--- config.mk ---
export PLATFORM = sky130hd
export DESIGN_NAME = gpio_bank_ctrl
export DESIGN_NICKNAME = d
export VERILOG_FILES = /design/src/rtl/gpio_bank_pkg.sv /design/src/rtl/gpio_pin_sync.sv /design/src/rtl/gpio_trig_detect.sv /design/src/rtl/gpio_irq_unit.sv /design/src/rtl/gpio_bank_ctrl.sv
export SDC_FILE = /design/constraint.sdc
export NUM_CORES = 1
export LEC_CHECK = 0
export ABC_AREA = 1
export BUFFER_PORTS_ARGS = -buffer_cell sky130_fd_sc_hd__clkbuf_2
export CORE_MARGIN = 4
export CORE_UTILIZATION = 50
export CTS_CLUSTER_SIZE = 20
export DETAILED_ROUTE_END_ITERATION = 8
export HOLD_SLACK_MARGIN = 0.1
export PLACE_DENSITY = 0.79
export SYNTH_ARGS = -nofsm -noshare
export SYNTH_HDL_FRONTEND = slang
export SYNTH_SLANG_ARGS = --single-unit
--- constraint.sdc ---
create_clock -name clk -period 5.55 [get_ports clk]
set_clock_uncertainty 0.2 [all_clocks]
set_input_delay 0.8325 -clock clk [delete_from_list [all_inputs] [get_ports clk]]
set_output_delay 0.8325 -clock clk [all_outputs]
set_load 0.01 [all_outputs]
--- src/rtl/gpio_bank_pkg.sv ---
// Package: register addresses and bus sizing shared by the GPIO bank modules.
// Assumes byte addressing with 32-bit aligned registers.
package gpio_bank_pkg;
    localparam int BUS_ADDR_W = 12;
    localparam logic [BUS_ADDR_W-1:0] A_IRQ_STAT   = 12'h02C;
    localparam logic [BUS_ADDR_W-1:0] A_IRQ_EN_SET = 12'h034;
    localparam logic [BUS_ADDR_W-1:0] A_IRQ_EN_CLR = 12'h038;
    localparam logic [BUS_ADDR_W-1:0] A_DIR        = 12'h134;
    localparam logic [BUS_ADDR_W-1:0] A_DIN        = 12'h138;
    localparam logic [BUS_ADDR_W-1:0] A_DOUT       = 12'h13C;
    localparam logic [BUS_ADDR_W-1:0] A_TRIG_LO    = 12'h140;
    localparam logic [BUS_ADDR_W-1:0] A_TRIG_HI    = 12'h144;
    localparam logic [BUS_ADDR_W-1:0] A_TRIG_RISE  = 12'h148;
    localparam logic [BUS_ADDR_W-1:0] A_TRIG_FALL  = 12'h14C;
    localparam logic [BUS_ADDR_W-1:0] A_DOUT_CLR   = 12'h190;
    localparam logic [BUS_ADDR_W-1:0] A_DOUT_SET   = 12'h194;

    // Per-pin trigger mask bundle
    typedef struct packed {
        logic lo;
        logic hi;
        logic rise;
        logic fall;
    } trig_sel_t;
endpackage

--- src/rtl/gpio_pin_sync.sv ---
// Module: multi-flop synchronizer for pin levels plus a one-cycle history copy.
// Assumes pin inputs are asynchronous; the last stage and its delayed copy
// are used for level and edge detection downstream.
module gpio_pin_sync #(
    parameter int WIDTH  = 32,
    parameter int STAGES = 2
) (
    input  logic             clk,
    input  logic             rst_n,
    input  logic [WIDTH-1:0] raw_in,
    output logic [WIDTH-1:0] level,
    output logic [WIDTH-1:0] level_prev
);
    logic [WIDTH-1:0] chain [STAGES];
    logic [WIDTH-1:0] prev_q;

    generate
        for (genvar s = 0; s < STAGES; s++) begin : g_stage
            // Shift the pin levels one stage closer to the clock domain
            always_ff @(posedge clk) begin
                if (!rst_n) chain[s] <= '0;
                else if (s == 0) chain[s] <= raw_in;
                else chain[s] <= chain[(s > 0) ? s-1 : 0];
            end
        end
    endgenerate

    // Keep the previous synchronized level for edge comparison
    always_ff @(posedge clk) begin
        if (!rst_n) prev_q <= '0;
        else prev_q <= chain[STAGES-1];
    end

    assign level      = chain[STAGES-1];
    assign level_prev = prev_q;
endmodule

--- src/rtl/gpio_trig_detect.sv ---
// Module: per-pin event detection from synchronized levels and trigger masks.
// Assumes level and level_prev come from the same synchronizer; purely
// combinational, one event bit per pin per cycle.
module gpio_trig_detect #(
    parameter int WIDTH = 32
) (
    input  logic [WIDTH-1:0] level,
    input  logic [WIDTH-1:0] level_prev,
    input  logic [WIDTH-1:0] en_lo,
    input  logic [WIDTH-1:0] en_hi,
    input  logic [WIDTH-1:0] en_rise,
    input  logic [WIDTH-1:0] en_fall,
    output logic [WIDTH-1:0] event_hit
);
    import gpio_bank_pkg::*;

    generate
        for (genvar p = 0; p < WIDTH; p++) begin : g_pin
            trig_sel_t sel;
            logic      rose, fell;
            assign sel  = '{lo: en_lo[p], hi: en_hi[p], rise: en_rise[p], fall: en_fall[p]};
            assign rose = level[p] & ~level_prev[p];
            assign fell = ~level[p] & level_prev[p];
            // Combine the four enabled detectors for this pin
            always_comb begin
                event_hit[p] = (sel.lo & ~level[p]) | (sel.hi & level[p]) |
                               (sel.rise & rose) | (sel.fall & fell);
            end
        end
    endgenerate
endmodule

--- src/rtl/gpio_irq_unit.sv ---
// Module: pending status (write-one-to-clear), enable mask with set/clear
// ports, and the registered combined interrupt. Assumes clear and set
// masks are zero on cycles without a matching bus write.
module gpio_irq_unit #(
    parameter int WIDTH = 32
) (
    input  logic             clk,
    input  logic             rst_n,
    input  logic [WIDTH-1:0] event_hit,
    input  logic [WIDTH-1:0] stat_clr,
    input  logic [WIDTH-1:0] en_set,
    input  logic [WIDTH-1:0] en_clr,
    output logic [WIDTH-1:0] status,
    output logic [WIDTH-1:0] enable,
    output logic             irq
);
    logic [WIDTH-1:0] status_q, enable_q;
    logic             irq_q;

    // Latch events; a new event outranks a same-cycle clear
    always_ff @(posedge clk) begin
        if (!rst_n) status_q <= '0;
        else status_q <= (status_q & ~stat_clr) | event_hit;
    end

    // Apply enable set and clear requests
    always_ff @(posedge clk) begin
        if (!rst_n) enable_q <= '0;
        else enable_q <= (enable_q | en_set) & ~en_clr;
    end

    // Register the combined request
    always_ff @(posedge clk) begin
        if (!rst_n) irq_q <= 1'b0;
        else irq_q <= |(status_q & enable_q);
    end

    assign status = status_q;
    assign enable = enable_q;
    assign irq    = irq_q;

    assert_event_latched_R5: assert property (@(posedge clk) disable iff (!rst_n)
        (|event_hit) |=> ((status_q & $past(event_hit)) == $past(event_hit)));

    assert_w1c_clears_R7: assert property (@(posedge clk) disable iff (!rst_n)
        (|(stat_clr & ~event_hit)) |=> ((status_q & $past(stat_clr & ~event_hit)) == '0));

    assert_event_wins_R10: assert property (@(posedge clk) disable iff (!rst_n)
        (|(stat_clr & event_hit)) |=> ((status_q & $past(stat_clr & event_hit)) != '0));

    assert_irq_masked_R9: assert property (@(posedge clk) disable iff (!rst_n)
        (enable_q == '0) |=> !irq_q);
endmodule

--- src/rtl/gpio_bank_ctrl.sv ---
// Module: GPIO bank top. Decodes the register bus, holds direction, output
// data and trigger masks, and returns registered read data.
// Assumes one access per cycle; bus_we and bus_re are not both used at once.
module gpio_bank_ctrl #(
    parameter int PINS        = 32,
    parameter int ADDR_W      = 12,
    parameter int SYNC_STAGES = 2
) (
    input  logic              clk,
    input  logic              rst_n,
    input  logic [ADDR_W-1:0] bus_addr,
    input  logic              bus_we,
    input  logic [PINS-1:0]   bus_wdata,
    input  logic              bus_re,
    output logic [PINS-1:0]   bus_rdata,
    input  logic [PINS-1:0]   pin_in,
    output logic [PINS-1:0]   pin_out,
    output logic [PINS-1:0]   pin_oe_n,
    output logic              irq
);
    import gpio_bank_pkg::*;

    localparam logic [PINS-1:0] ALL_ONES = {PINS{1'b1}};

    logic [PINS-1:0] dir_q, dout_q, lo_q, hi_q, rise_q, fall_q, rdata_q;
    logic [PINS-1:0] lvl, lvl_prev, ev, stat, en;
    logic [PINS-1:0] stat_clr, en_set, en_clr;
    logic [PINS-1:0] rd_mux;

    // Write strobe for one register address
    function automatic logic hit(input logic [ADDR_W-1:0] a,
                                 input logic [BUS_ADDR_W-1:0] ref_a);
        return (a == ADDR_W'(ref_a));
    endfunction

    assign stat_clr = (bus_we && hit(bus_addr, A_IRQ_STAT))   ? bus_wdata : '0;
    assign en_set   = (bus_we && hit(bus_addr, A_IRQ_EN_SET)) ? bus_wdata : '0;
    assign en_clr   = (bus_we && hit(bus_addr, A_IRQ_EN_CLR)) ? bus_wdata : '0;

    // Direction register: reset to all inputs
    always_ff @(posedge clk) begin
        if (!rst_n) dir_q <= ALL_ONES;
        else if (bus_we && hit(bus_addr, A_DIR)) dir_q <= bus_wdata;
    end

    // Output data: plain write plus atomic set and clear
    always_ff @(posedge clk) begin
        if (!rst_n) dout_q <= '0;
        else if (bus_we && hit(bus_addr, A_DOUT)) dout_q <= bus_wdata;
        else if (bus_we && hit(bus_addr, A_DOUT_SET)) dout_q <= dout_q | bus_wdata;
        else if (bus_we && hit(bus_addr, A_DOUT_CLR)) dout_q <= dout_q & ~bus_wdata;
    end

    // Trigger mask registers
    always_ff @(posedge clk) begin
        if (!rst_n) begin
            lo_q <= '0; hi_q <= '0; rise_q <= '0; fall_q <= '0;
        end else if (bus_we) begin
            if (hit(bus_addr, A_TRIG_LO))   lo_q   <= bus_wdata;
            if (hit(bus_addr, A_TRIG_HI))   hi_q   <= bus_wdata;
            if (hit(bus_addr, A_TRIG_RISE)) rise_q <= bus_wdata;
            if (hit(bus_addr, A_TRIG_FALL)) fall_q <= bus_wdata;
        end
    end

    gpio_pin_sync #(.WIDTH(PINS), .STAGES(SYNC_STAGES)) u_sync (
        .clk(clk), .rst_n(rst_n), .raw_in(pin_in),
        .level(lvl), .level_prev(lvl_prev)
    );

    gpio_trig_detect #(.WIDTH(PINS)) u_detect (
        .level(lvl), .level_prev(lvl_prev),
        .en_lo(lo_q), .en_hi(hi_q), .en_rise(rise_q), .en_fall(fall_q),
        .event_hit(ev)
    );

    gpio_irq_unit #(.WIDTH(PINS)) u_irq (
        .clk(clk), .rst_n(rst_n), .event_hit(ev),
        .stat_clr(stat_clr), .en_set(en_set), .en_clr(en_clr),
        .status(stat), .enable(en), .irq(irq)
    );

    // Read multiplexer; unmapped addresses give zero
    always_comb begin
        rd_mux = '0;
        if      (hit(bus_addr, A_IRQ_STAT))   rd_mux = stat;
        else if (hit(bus_addr, A_IRQ_EN_SET)) rd_mux = en;
        else if (hit(bus_addr, A_IRQ_EN_CLR)) rd_mux = en;
        else if (hit(bus_addr, A_DIR))        rd_mux = dir_q;
        else if (hit(bus_addr, A_DIN))        rd_mux = lvl;
        else if (hit(bus_addr, A_DOUT))       rd_mux = dout_q;
        else if (hit(bus_addr, A_TRIG_LO))    rd_mux = lo_q;
        else if (hit(bus_addr, A_TRIG_HI))    rd_mux = hi_q;
        else if (hit(bus_addr, A_TRIG_RISE))  rd_mux = rise_q;
        else if (hit(bus_addr, A_TRIG_FALL))  rd_mux = fall_q;
    end

    // Capture read data on the read strobe
    always_ff @(posedge clk) begin
        if (!rst_n) rdata_q <= '0;
        else if (bus_re) rdata_q <= rd_mux;
    end

    assign bus_rdata = rdata_q;
    assign pin_out   = dout_q;
    assign pin_oe_n  = dir_q;

    assert_set_port_R3: assert property (@(posedge clk) disable iff (!rst_n)
        (bus_we && bus_addr == ADDR_W'(A_DOUT_SET)) |=> ((pin_out & $past(bus_wdata)) == $past(bus_wdata)));

    assert_clr_port_R3: assert property (@(posedge clk) disable iff (!rst_n)
        (bus_we && bus_addr == ADDR_W'(A_DOUT_CLR)) |=> ((pin_out & $past(bus_wdata)) == '0));

    assert_dir_hold_R2: assert property (@(posedge clk) disable iff (!rst_n)
        (!bus_we) |=> $stable(pin_oe_n));
endmodule

==> flow_summary.yaml, run 1 <==
run_status:
  status: "finished, final reports clean"
final_layout:
  area_used_by_multi_input_combinational_logic_um2: 7300
  mostFrequentLayoutCell: "sky130_fd_sc_hd__nand2_1"
  final_core_utilization: 0.587
  nNetsFinal: 2549
  syn_to_final_growth_pct: 14.5
  fill_cells: 3059
  ant_cells: 0
  layout_common_cells: "sky130_fd_sc_hd__nand2_1 (548), sky130_fd_sc_hd__dfxtp_1 (385), sky130_fd_sc_hd__inv_1 (319)"
  layout.area.seq_um2: 7710
  final_non_filler_cells: 2943
  layout-drive-gt1-share: 0.129
setup_path:
  timing.critical_path.mode_cell: "sky130_fd_sc_hd__nand2_1"
  critical_path_peak_fanout: 64
  endpoint_kind: "register"
  category_of_the_critical_setup_timing_path: "in2reg"
  cpPeakStageDelay_ns: 0.83
  critical_path.slowest_cell: "sky130_fd_sc_hd__inv_2"
  crit_required_ns: 5.80
  crit_path_start: "bus_addr[9]"
  critical_path.reg2reg.startpoint: "fall_q[2]$_SDFFE_PN0P_"
  worst_path_cell_trace: "clkbuf_2, inv_1, nand2_1, nor2_4, buf_4, nand2_1, nor2_4, buf_4, nand2_1, inv_2, o21ai_0, a21oi_1"
  worst-endpoint-arrival_ns: 3.82
  startpoint_types: "input port"
route:
  firstDrtPassIters: 7
  dr.first_iter.drc_count: 2395
  antenna_violating_nets_post_route: 0
  drt-vias-per-instance: 5.72
  post_detailed_route_drc_marker_count: 0
  avgRoutedWirePerCell_um: 18.7
  final_wl_um: 54900
  count_of_vias_placed_by_the_detailed_router: 16800
worst_hold_path:
  min-delay-start: "u_sync.chain[0][9]$_SDFF_PN0_"
  holdCritPathClass: "reg2reg"
pwr:
  power-per-cell-area_nw_per_um2: 307
  power.total_mw: 5.93
  peakVddDrop_mv: 0.197
  power_leakage_nw: 9.15
grt:
  global_route_met2_utilization: 0.415
  grt_start_max_net_pins: 221
  overflow: 0
  global_route.usage.met3: 0.0688
  grt_first_pass_wirelength_um: 84900
  grt_usage: 0.288
  grt_pass1_vias: 15500
  grt_busiest_layer: "met2"
  grt_antenna_before_repair: 0
  use_met1: 0.409
yosys:
  synth.mux.area_fraction: 0
  yosys.area_share.adder: 0
  avgSynthCellArea_um2: 7.10
  yosys_warnings: 0
  number_of_standard_cells_after_synthesis: 2371
  synth_compound_gate_area_share: 0.206
  synthXorXnorAreaFrac: 0
  netlist_area_um2: 16800
  synth_simple_gate_area_frac: 0.227
  synth-seq-cells: 385
  synth_nets: 2451
  synth.yosys.seq_area_share: 0.458
  synth.lib_cells_used.distinct: 37
  combinational_family_with_the_most_area_after_synthesis: "simple AND/OR/NAND/NOR gates"
clock_network:
  clock_latency_ns: 0.53
  post-cts-setup-buffer-count: 0
  cts_h_tree_depth: 2
  clk_buf_depth: 3
  cts-resized-gates: 0
  cts-buffers-inserted: 42
  clock_tree_from_tritoncts: "built"
  cts.sink_count: 385
  ctsRootBufferMaster: "sky130_fd_sc_hd__clkbuf_16"
  clk_transition_reported_paths_ns: 0.06
  cts_hold_buf: 0
place:
  dpl.cell_count: 2867
  place.detailed.hpwl_um: 36200
  gp_congestion: 0.947
  io_buffer_count: 176
job:
  drv_cap: 0
timing:
  max_freq_ghz: 0.280
  finalHoldViolations: 0
  grt_setup_unrepaired: "no"
  timing.final.crit_period_ns: 3.57
  slew_violations: 0
  summed_negative_setup_slack_over_all_endpoints_ns: 0
  min_period_over_period: 0.643
  setup-violations-final: 0
  slew_headroom: 0.160
  final.hold.worst_slack_ns: 0.204
  worstMarginPinSlew_ns: 1.26
die:
  floorplan.die_area_um2: 36700
  dieWidth_um: 192
  initial_core_utilization: 0.512
  io_count: 177
  core_area_um2: 32900
  die_y_um: 192
  floorplan.rows: 66
## cell type report
cell class / count / area share
clock buffers: 67 / 0.0704
multi-input cells: 1518 / 0.379
inverters: 329 / 0.0642
well taps: 442 / 0.0287
flip-flops and latches: 385 / 0.400
repair buffers: 193 / 0.0546
clock inverters: 9 / 0.00383
## where the power goes
| group | internal [mW] | switching, mW | leakage, nW | total, mW |
|---|---|---|---|---|
| Sequential | 2.80 | 0.0358 | 3.12 | 2.84 |
| Clock | 1.72 | 1.12 | 0.716 | 2.84 |
| Combinational | 0.0628 | 0.184 | 5.31 | 0.246 |
| Total | 4.59 | 1.34 | 9.15 | 5.93 |
## routing by layer
| layer | vias to the layer above | share of wire | routed length, um |
|---|---|---|---|
| met5 | - | 0 | 0 |
| met4 | 0 | 0.045 | 2470 |
| met3 | 174 | 0.13 | 7020 |
| met2 | 1062 | 0.42 | 23000 |
| met1 | 7680 | 0.41 | 22400 |
| li1 | 7916 | - | - |
## cells by family after synthesis
kind of cell / count (synthesis)
compound gates: 621
flops: 385
buf+inv: 468
simple gates: 897
## worst max-delay path: cells and delay by family
kind	cells	cell delay [ns]
simple gates	5	0.68
buf+inv	5	1.82
compound gates	2	0.44
## final timing paths
check / slack, ns / cells past startpoint / end
setup / recovery: 1.98 / 12 / lo_q[28]$_SDFFE_PN0P_
hold reg to reg: 0.20 / 2 / u_sync.chain[1][9]$_SDFF_PN0_
hold / removal: 0.20 / 2 / u_sync.chain[1][9]$_SDFF_PN0_
setup reg to reg: 3.92 / 4 / u_irq.status[2]$_SDFF_PN0_
## registers in the layout, summed over array words and instances, names as in the netlist, named ones only
register and count:
pin_oe_n 32, bus_rdata 32, hi_q 32, u_irq.enable 32
u_sync.chain 64, u_irq.irq 1, lo_q 32, fall_q 32
u_irq.status 32, u_sync.level_prev 32, rise_q 32
## cell usage after synthesis, drive strengths merged
master  number  area, um^2
a21oi      273        1440
nand4       36         240
o22ai       32         200
a211oi       1        12.5
clkbuf      89         338
clkinv       1        5.00
o21a         2        16.3
and3         1        6.26
o211ai      32         240
o32ai       32         280
o21ai      241        1210
nand3      122         641
buf         50         268
a22o         2        17.5
nand2      553        2100
nor2       178         768
dfxtp      385        7710
inv        328        1230
nor3         7        62.6
a221oi       6        52.6
## stage by stage
stage / setup slack [ns] / area (um^2)
2_1_floorplan: 3.17 / 16800
3_3_place_gp: 1.79 / 17900
3_5_place_dp: 1.67 / 17900
4_1_cts: 2.17 / 19300
5_1_grt: 1.89 / 19300
6_report: 1.98 / 19300
Power figures use the tool's default switching activity.
==> run 2: changes to the inputs <==
clock period = 3.4 ns   (was 5.55 ns; I/O delays follow)
==> flow_summary.yaml, run 2 (synthesized netlist as in run 1, its figures left out) <==
clock_network:
  ctsRootBufferMaster: "sky130_fd_sc_hd__clkbuf_16"
  post-cts-setup-buffer-count: 0
  cts-buffers-inserted: 41
  clk_buf_depth: 3
  cts-resized-gates: 0
  clock_latency_ns: 0.54
  cts_h_tree_depth: 2
  cts.sink_count: 385
  clk_transition_reported_paths_ns: 0.07
  clock_tree_from_tritoncts: "built"
timing:
  slew_headroom: 0.356
  max_freq_ghz: 0.449
  setup-violations-final: 0
  slew_violations: 0
  finalHoldViolations: 0
  worstMarginPinSlew_ns: 0.965
  min_period_over_period: 0.655
  grt_setup_unrepaired: "no"
  timing.final.crit_period_ns: 2.23
  summed_negative_setup_slack_over_all_endpoints_ns: 0
final_layout:
  registers.top_by_ff_count: "u_sync.chain"
  nNetsFinal: 2628
  layout_common_cells: "sky130_fd_sc_hd__nand2_1 (548), sky130_fd_sc_hd__dfxtp_1 (385), sky130_fd_sc_hd__inv_1 (319)"
  layout.area.seq_um2: 7710
  fill_cells: 2991
  largest_register_ff_count: 64
  mostFrequentLayoutCell: "sky130_fd_sc_hd__nand2_1"
  syn_to_final_growth_pct: 18.4
  layout-drive-gt1-share: 0.131
  area_used_by_multi_input_combinational_logic_um2: 7300
setup_path:
  worst-endpoint-arrival_ns: 2.48
  category_of_the_critical_setup_timing_path: "in2reg"
  startpoint_types: "input port"
  crit_required_ns: 3.65
  critical_path_peak_fanout: 48
  endpoint_kind: "register"
die:
  floorplan.die_area_um2: 36700
  core_area_um2: 32900
  dieWidth_um: 192
  floorplan.rows: 66
  io_count: 177
  initial_core_utilization: 0.512
  die_y_um: 192
grt:
  grt_start_max_net_pins: 131
  grt_usage: 0.306
  grt_first_pass_wirelength_um: 88600
  grt_antenna_before_repair: 1
  grt_pass1_vias: 15600
  overflow: 0
pwr:
  power-per-cell-area_nw_per_um2: 474
  power_leakage_nw: 9.43
  peakVddDrop_mv: 0.308
  power.total_mw: 9.45
route:
  post_detailed_route_drc_marker_count: 0
  drt-vias-per-instance: 5.72
  avgRoutedWirePerCell_um: 19.3
  final_wl_um: 58200
  count_of_vias_placed_by_the_detailed_router: 17300
  firstDrtPassIters: 6
  dr.first_iter.drc_count: 2281
  antenna_violating_nets_post_route: 0
job:
  drv_cap: 0
place:
  io_buffer_count: 176
  place.detailed.hpwl_um: 39500
  gp_congestion: 0.994
worst_hold_path:
  holdCritPathClass: "in2reg"
run_status:
  status: "finished, final reports clean"
run 2: cell types whose count changed in the layout (fill, tap and decap cells not counted), sizes merged:
cell | previous run | this run
diode | 0 | 2
bufinv | 1 | 2
buf | 18 | 40
dlygate4sd3 | 0 | 58
clkinv | 9 | 11
clkbuf | 242 | 231
clkinvlp | 0 | 3
run 2: repair_timing:
| action | CTS | global route |
|---|---|---|
| hold buffers | 58 | 0 |
| hold endpoints to repair | 81 | 0 |
| setup endpoints to repair | 0 | 0 |
run 2: worst paths after layout:
path | start | to | slack, ns | depth (start not counted)
max | bus_addr[5] | lo_q[24]$_SDFFE_PN0P_ | 1.17 | 11
min | bus_wdata[11] | fall_q[11]$_SDFFE_PN0P_ | 0.10 | 3
max reg2reg | u_irq.status[8]$_SDFF_PN0_ | u_irq.irq$_SDFF_PN0_ | 1.76 | 5
min reg2reg | u_sync.chain[0][26]$_SDFF_PN0_ | u_sync.chain[1][26]$_SDFF_PN0_ | 0.21 | 2
run 2: metrics by stage:
step           hold slack [ns]  std cells  setup WS, ns  instance area (um^2)  utilization
2_1_floorplan            0.190       2371          1.34                 16800            -
3_3_place_gp             0.192       2889         0.756                 18000        0.549
3_5_place_dp             0.196       2889         0.718                 18000        0.549
4_1_cts                  0.100       3018          1.23                 19900        0.606
5_1_grt                  0.119       3018          1.01                 19900        0.606
6_report                 0.105       3020          1.17                 19900        0.606
run 2: area by class of cell:
cell class,instances,area share
flip-flops and latches,385,0.387
multi-input cells,1518,0.366
repair buffers,273,0.0915
inverters,329,0.0621
clock buffers,56,0.0579
well taps,442,0.0277
clock inverters,15,0.00741
diodes,2,0.000251
run 2: metal layers:
layer	part of all wire	up-vias	global-route usage
li1	-	8068	-
met1	0.40	7820	0.444
met2	0.41	1235	0.437
met3	0.14	165	0.0758
met4	0.039	0	0.120
met5	0	-	0
run 2: power breakdown:
part / total, mW / internal [mW] / switching (mW)
combinational: 0.466 / 0.151 / 0.314
sequential: 4.64 / 4.58 / 0.0649
clock: 4.34 / 2.53 / 1.81
run 2: critical path: stages:
cell                       delay (ns)
sky130_fd_sc_hd__clkbuf_2        0.13
sky130_fd_sc_hd__inv_1           0.11
sky130_fd_sc_hd__nand2_1         0.06
sky130_fd_sc_hd__nor2_1          0.20
sky130_fd_sc_hd__nand2_1         0.16
sky130_fd_sc_hd__nor2_4          0.33
sky130_fd_sc_hd__nand2_1         0.12
sky130_fd_sc_hd__inv_2           0.25
sky130_fd_sc_hd__buf_12          0.28
sky130_fd_sc_hd__o21ai_0         0.11
sky130_fd_sc_hd__a21oi_1         0.19
